### config.mk
export PLATFORM = sky130hd
export DESIGN_NAME = fmod_top
export DESIGN_NICKNAME = d
export VERILOG_FILES = /design/src/rtl/fmod_pkg.sv /design/src/rtl/fmod_ctrl.sv /design/src/rtl/fmod_dpath.sv /design/src/rtl/fmod_top.sv
export SDC_FILE = /design/constraint.sdc
export NUM_CORES = 1
export LEC_CHECK = 0
export ABC_AREA = 0
export ABC_CLOCK_PERIOD_IN_PS = 2600
export BUFFER_PORTS_ARGS = -buffer_cell sky130_fd_sc_hd__buf_2
export CORE_ASPECT_RATIO = 0.9
export CORE_MARGIN = 8
export CORE_UTILIZATION = 43
export DETAILED_ROUTE_END_ITERATION = 16
export GPL_ROUTABILITY_DRIVEN = 0
export HOLD_SLACK_MARGIN = 0.06
export PLACE_DENSITY = 0.64
export SYNTH_ARGS = -nofsm -noshare
export SYNTH_HDL_FRONTEND = slang
export SYNTH_SLANG_ARGS = --single-unit
### constraint.sdc
create_clock -name clk -period 2.6 [get_ports clk]
set_clock_uncertainty 0.05 [all_clocks]
set_input_delay 0.52 -clock clk [delete_from_list [all_inputs] [get_ports clk]]
set_output_delay 0.52 -clock clk [all_outputs]
set_load 0.05 [all_outputs]
### src/rtl/fmod_pkg.sv
package fmod_pkg;

  // Strobes from control to datapath.
  typedef struct packed {
    logic takeIn;   // capture the lifted operand into the first register
  } fmod_strobe_t;

  // Number of modulus copies needed to lift the most negative operand to >= 0.
  function automatic int fmBiasMult(input int modulus, input int inW);
    return ((1 << (inW - 1)) + modulus - 1) / modulus;
  endfunction

  // Largest value the lifted operand can take.
  function automatic int fmMaxSum(input int modulus, input int inW);
    return (1 << (inW - 1)) - 1 + fmBiasMult(modulus, inW) * modulus;
  endfunction

  // Width of the lifted operand; always strictly wider than the input.
  function automatic int fmSumWidth(input int modulus, input int inW);
    int w;
    w = $clog2(fmMaxSum(modulus, inW) + 1);
    return (w > inW) ? w : inW + 1;
  endfunction

  // Largest shift k such that modulus << k does not exceed the lifted maximum.
  function automatic int fmTopShift(input int modulus, input int inW);
    int k;
    longint lim;
    k = 0;
    lim = longint'(fmMaxSum(modulus, inW));
    for (int i = 1; i < 40; i++) begin
      if ((longint'(modulus) << i) <= lim) k = i;
    end
    return k;
  endfunction

  // Number of pipeline registers after the lifting register.
  function automatic int fmChainRegs(input int modulus, input int inW, input int perReg);
    return (fmTopShift(modulus, inW) + perReg) / perReg;
  endfunction

  function automatic int fmLatency(input int modulus, input int inW, input int perReg);
    return 1 + fmChainRegs(modulus, inW, perReg);
  endfunction

endpackage

### src/rtl/fmod_ctrl.sv
module fmod_ctrl #(
  parameter int NPIPE = 4
) (
  input  logic                      clk,
  input  logic                      rst,
  input  logic                      iValid,
  output fmod_pkg::fmod_strobe_t    stb,
  output logic [NPIPE-1:0]          stageVld
);

  // Only qualified operands disturb the first data register.
  always_comb begin
    stb.takeIn = iValid;
  end

  // One valid bit per pipeline register; bit 0 belongs to the lifting register.
  always_ff @(posedge clk) begin
    if (rst) begin
      stageVld <= '0;
    end else begin
      stageVld <= {stageVld[NPIPE-2:0], iValid};
    end
  end

endmodule

### src/rtl/fmod_dpath.sv
module fmod_dpath #(
  parameter int IN_W         = 16,
  parameter int OUT_W        = 15,
  parameter int MODULUS      = 12868,
  parameter int SUBS_PER_REG = 1,
  localparam int SUM_W  = fmod_pkg::fmSumWidth(MODULUS, IN_W),
  localparam int BIAS   = fmod_pkg::fmBiasMult(MODULUS, IN_W) * MODULUS,
  localparam int KTOP   = fmod_pkg::fmTopShift(MODULUS, IN_W),
  localparam int NSUB   = KTOP + 1,
  localparam int NPIPE  = fmod_pkg::fmLatency(MODULUS, IN_W, SUBS_PER_REG)
) (
  input  logic                      clk,
  input  logic                      rst,
  input  fmod_pkg::fmod_strobe_t    stb,
  input  logic [NPIPE-1:0]          stageVld,
  input  logic [IN_W-1:0]           iOperand,
  output logic [OUT_W-1:0]          oRemainder
);

  logic [SUM_W-1:0]            lifted;
  logic [SUM_W-1:0]            liftReg;
  logic [NSUB:0][SUM_W-1:0]    link;

  // Sign-extend and add the bias; the true sum always fits in SUM_W bits.
  always_comb begin
    lifted = {{(SUM_W-IN_W){iOperand[IN_W-1]}}, iOperand} + SUM_W'(BIAS);
  end

  always_ff @(posedge clk) begin
    if (stb.takeIn) liftReg <= lifted;
  end

  assign link[0] = liftReg;

  for (genvar s = 0; s < NSUB; s++) begin : g_sub
    localparam int KSH = KTOP - s;
    localparam logic [SUM_W-1:0] STEP = SUM_W'(longint'(MODULUS) << KSH);
    localparam int SRC = s / SUBS_PER_REG;            // register feeding this group
    localparam bit ENDS_GROUP = ((s + 1) % SUBS_PER_REG == 0) || (s == NSUB - 1);

    logic [SUM_W-1:0] stOut;

    always_comb begin
      if (link[s] >= STEP) stOut = link[s] - STEP;
      else                 stOut = link[s];
    end

    if (ENDS_GROUP) begin : g_reg
      logic [SUM_W-1:0] held;
      always_ff @(posedge clk) begin
        if (stageVld[SRC]) held <= stOut;
      end
      assign link[s+1] = held;
    end else begin : g_wire
      assign link[s+1] = stOut;
    end

    // After this step the partial value is below the shifted modulus it used.
    AST_STAGE_BOUND: assert property (@(posedge clk) disable iff (rst)
      stageVld[SRC] |-> (stOut < STEP));
  end

  assign oRemainder = link[NSUB][OUT_W-1:0];

  // The final value fits the result port: no bits are lost by the slice.
  AST_UPPER_ZERO: assert property (@(posedge clk) disable iff (rst)
    stageVld[NPIPE-1] |-> (link[NSUB][SUM_W-1:OUT_W] == '0));

  // The lifted operand never reaches the range that the first step cannot reduce.
  AST_LIFT_BOUND: assert property (@(posedge clk) disable iff (rst)
    stageVld[0] |-> (liftReg < SUM_W'(2 * (longint'(MODULUS) << KTOP))));

endmodule

### src/rtl/fmod_top.sv
module fmod_top #(
  parameter int IN_W         = 16,
  parameter int OUT_W        = 15,
  parameter int MODULUS      = 12868,
  parameter int SUBS_PER_REG = 1
) (
  input  logic              clk,
  input  logic              rst,
  input  logic              iValid,
  input  logic [IN_W-1:0]   iOperand,
  output logic              oValid,
  output logic [OUT_W-1:0]  oRemainder
);

  localparam int LATENCY = fmod_pkg::fmLatency(MODULUS, IN_W, SUBS_PER_REG);

  fmod_pkg::fmod_strobe_t stb;
  logic [LATENCY-1:0]     stageVld;

  fmod_ctrl #(
    .NPIPE (LATENCY)
  ) u_ctrl (
    .clk      (clk),
    .rst      (rst),
    .iValid   (iValid),
    .stb      (stb),
    .stageVld (stageVld)
  );

  fmod_dpath #(
    .IN_W         (IN_W),
    .OUT_W        (OUT_W),
    .MODULUS      (MODULUS),
    .SUBS_PER_REG (SUBS_PER_REG)
  ) u_dpath (
    .clk        (clk),
    .rst        (rst),
    .stb        (stb),
    .stageVld   (stageVld),
    .iOperand   (iOperand),
    .oRemainder (oRemainder)
  );

  assign oValid = stageVld[LATENCY-1];

  AST_RESULT_RANGE: assert property (@(posedge clk) disable iff (rst)
    oValid |-> (int'(oRemainder) < MODULUS));

  AST_RESET_CLEARS: assert property (@(posedge clk)
    rst |=> !oValid);

endmodule

==> impl_metrics.py <==
metrics = {
    "pwr": {
        "power.leakage_nw": 1.45,
        "worst_ir_drop_vdd_uv": 288,
        "power_density_mw_per_mm2": 623,
        "total_power_mw": 2.47,
    },
    "setup_path": {
        "r2r_start": "u_dpath.g_sub[0].g_reg.held[3]",
        "critPathTopFamily": "compound AO/OA/AOI/OAI gates",
        "crit_path_cell_trace": "inv_1 > ha_1 > or3b_1 > a2111oi_0 > buf_4 > nor3_1 > o21bai_1 > o21ai_1",
        "crit_required_ns": 2.73,
        "criticalPathCategory": "flop to flop",
        "cp_slowest_cell": "a2111oi_0",
        "end_kind": "flop",
        "reg2regPathDepth": 8,
        "r2r_setup_slack_ns": 0.26,
        "cp.arrival_ns": 2.46,
        "rr_endpoint": "u_dpath.g_sub[1].g_reg.held[15]",
        "crit_start": "u_dpath.g_sub[0].g_reg.held[3]",
        "slowest_delay_ns": 0.48,
        "crit_end": "u_dpath.g_sub[1].g_reg.held[15]",
        "critical_path.startpoint_type": "flop",
        "crit_cells": 8,
        "cp_max_fo": 4,
        "crit_buf_inv": 2,
    },
    "timing": {
        "finalCriticalPeriod_ns": 2.34,
        "period_share_pct": 89.9,
        "hold_ws_ns": 0.314,
        "rsz0062_at_grt": "false",
        "drv_slew": 0,
        "fmax_mhz": 428,
        "max_slew_margin_pct": 54.1,
        "setup_viol": 0,
        "hold_viol": 0,
        "setup_tns_ns": 0,
        "tightest_slew_ns": 0.688,
    },
    "synth": {
        "synthAdderAreaFrac_pct": 2.16,
        "postSynthCellCount": 286,
        "syn_nets": 311,
        "synth_top_family_by_area": "simple AND/OR/NAND/NOR gates",
        "ys.flop_type": "edfxtp_1",
        "avgSynthCellArea_sq_um": 12.2,
        "synth_top_area_share_pct": 56.9,
        "yosysMostFrequentCell": "edfxtp_1",
        "synth_commonest_cells": "edfxtp_1 (66), xnor2_1 (29), nor2_1 (23), nand2_1 (18)",
        "synthTopCellsByArea": "edfxtp_1 (57%), xnor2_1 (7.3%), xor2_1 (3.0%), nor2_1 (2.5%), dfxtp_1 (2.3%)",
        "async_flop_share_pct": 0,
        "synth_cell_types": 56,
        "syn-cell-area_sq_mm": 0.00348,
        "yosysSeqAreaShare_pct": 59.2,
        "ys_ff_latch": 70,
        "ys_warn_count": 0,
        "synth_xor_xnor_area_share_pct": 10.3,
        "synth_edf_count": 66,
        "synth_compound_area_share_pct": 11.6,
        "yosys.area_share.simple_pct": 13.6,
        "yosysTopAreaCell": "edfxtp_1",
        "muxShareOfSynthArea_pct": 1.19,
    },
    "cells_and_area": {
        "drive_above_1_share_pct": 19.3,
        "fin_util_pct": 49.9,
        "nNetsFinal": 357,
        "areaGrowthSynthToFinish_pct": 13.9,
        "diodes": 0,
        "filler_cell_count": 697,
    },
    "global_routing": {
        "grt_pass1_wl_mm": 9.40,
        "grt_pass1_vias": 2248,
        "grt_busiest_layer": "met2",
        "grtUsageMet1_pct": 9.92,
        "overflow": 0,
        "grt_usage_pct": 10.1,
        "grt_max_degree": 19,
        "met2_usage_pct": 18.5,
        "antenna_found_initial": 0,
        "use_met3_pct": 3.91,
    },
    "route": {
        "drc": 0,
        "dr_total_vias": 2225,
        "drtIter0Drc": 42,
        "wire_per_inst_um": 12.3,
        "ant_nets": 0,
        "drtPass1Iterations": 4,
        "wl_mm": 5.35,
        "vias_per_cell": 5.10,
    },
    "job": {
        "cap_violations": 0,
    },
    "die": {
        "fp.dieW_um": 111,
        "fp.coreArea_sq_mm": 0.00795,
        "die_h_um": 101,
        "std_cell_rows": 31,
        "pin_count": 35,
        "start_util_pct": 43.8,
        "dieArea_sq_mm": 0.0112,
    },
    "clocking": {
        "root_buffer": "clkbuf_8",
        "cts_sinks": 70,
        "clkSlewWorstSetupHoldPaths_ns": 0.07,
        "cts.repair.resized": 0,
        "cts_hold_buf": 0,
        "clockBufferDepth": 2,
        "post_cts_buffers": 0,
        "cts_buffers": 9,
        "htree_levels": 3,
        "clock_latency_ns": 0.34,
        "tritoncts": "yes",
    },
    "place": {
        "port_buffers": 34,
        "hpwlAfterDp_mm": 4.21,
    },
    "worst_hold_path": {
        "hold_path.class": "input pin to flop",
    },
    "outcome": {
        "status": "complete, no violations",
    },
}
-- area by class of cell --
| class | count | area, sq um | share of cell area (%) |
|---|---|---|---|
| Multi-Input combinational cell | 200 | 1360 | 34.3 |
| Clock buffer | 11 | 141 | 3.56 |
| Timing Repair Buffer | 39 | 208 | 5.24 |
| Tap cell | 99 | 124 | 3.12 |
| Clock inverter | 5 | 25.0 | 0.631 |
| Inverter | 12 | 45.0 | 1.14 |
| Sequential cell | 70 | 2060 | 52.0 |
-- state kept, by name, summed over array words and instances (netlist names) --
register	cells
u_dpath.liftReg	17
u_ctrl.stageVld	4
u_dpath.g_sub.g_reg.held	49
-- worst reg2reg max path, cell delays in order (launching register included) --
cell and delay (ns):
edfxtp_1 0.44, inv_1 0.11, ha_1 0.15, or3b_1 0.41, a2111oi_0 0.48, buf_4 0.19
nor3_1 0.05, o21bai_1 0.15, o21ai_1 0.16
-- layer usage --
layer / routed length, um / part of all wire, % / vias to the layer above
li1: - / - / 1156
met1: 2240 / 42 / 997
met2: 2740 / 51 / 60
met3: 287 / 5.4 / 12
met4: 89 / 1.7 / 0
met5: 0 / 0 / -
-- through the flow --
step | instance area (sq um) | std cells | setup WS, ns
5_1_grt | 3970 | 436 | 0.172
4_1_cts | 3960 | 436 | 0.0903
6_report | 3970 | 436 | 0.263
2_1_floorplan | 3480 | 286 | 0.471
3_5_place_dp | 3790 | 420 | 0.0963
3_3_place_gp | 3790 | 420 | 0.151
-- worst min path at each step --
stage	startpoint	cells after the start	endpoint
finish	iOperand[0]	1	u_dpath.liftReg[0]
global route	iOperand[0]	1	u_dpath.liftReg[0]
CTS	iOperand[1]	1	u_dpath.liftReg[1]
detailed placement	u_dpath.g_sub[1].g_reg.held[0]	0	u_dpath.g_sub[2].g_reg.held[0]
global placement	u_dpath.liftReg[2]	0	u_dpath.g_sub[0].g_reg.held[2]
floorplan	u_dpath.g_sub[1].g_reg.held[0]	0	u_dpath.g_sub[2].g_reg.held[0]
-- cell usage in the layout, fill, tap and decap left out, types with 2 or more instances in the layout --
cell,instances
or4_1,2
mux2i_1,3
nand2b_1,4
inv_1,12
o31ai_1,5
clkinv_2,5
xor2_1,12
xnor2_1,29
nor2_1,23
nand2_1,18
or2_2,2
nor2b_1,5
edfxtp_1,66
a21oi_1,12
buf_2,34
nor4_1,4
o21bai_1,3
a211oi_1,3
ha_1,6
a21boi_0,4
dfxtp_1,4
a21o_1,2
buf_4,5
o21ai_0,11
or3_1,3
clkbuf_8,10
o211ai_1,2
o41ai_1,2
o21ai_1,9
nand3_1,2
nor3_1,8
-- power breakdown --
group	total, mW	switching (mW)	internal [mW]	leakage (nW)
clock	0.727	0.363	0.363	0.0926
combinational	0.321	0.166	0.155	0.707
sequential	1.42	0.0801	1.34	0.651
total	2.47	0.609	1.86	1.45
-- cell families after synthesis --
logic type / after synthesis
AOI/OAI and AO/OA: 62
buffers and inverters: 16
and+or+nand+nor: 87
adders and majority gates: 6
xor gates and xnor gates: 41
muxes: 4
DFF: 70
No activity file was read; power rests on OpenSTA's default activity.
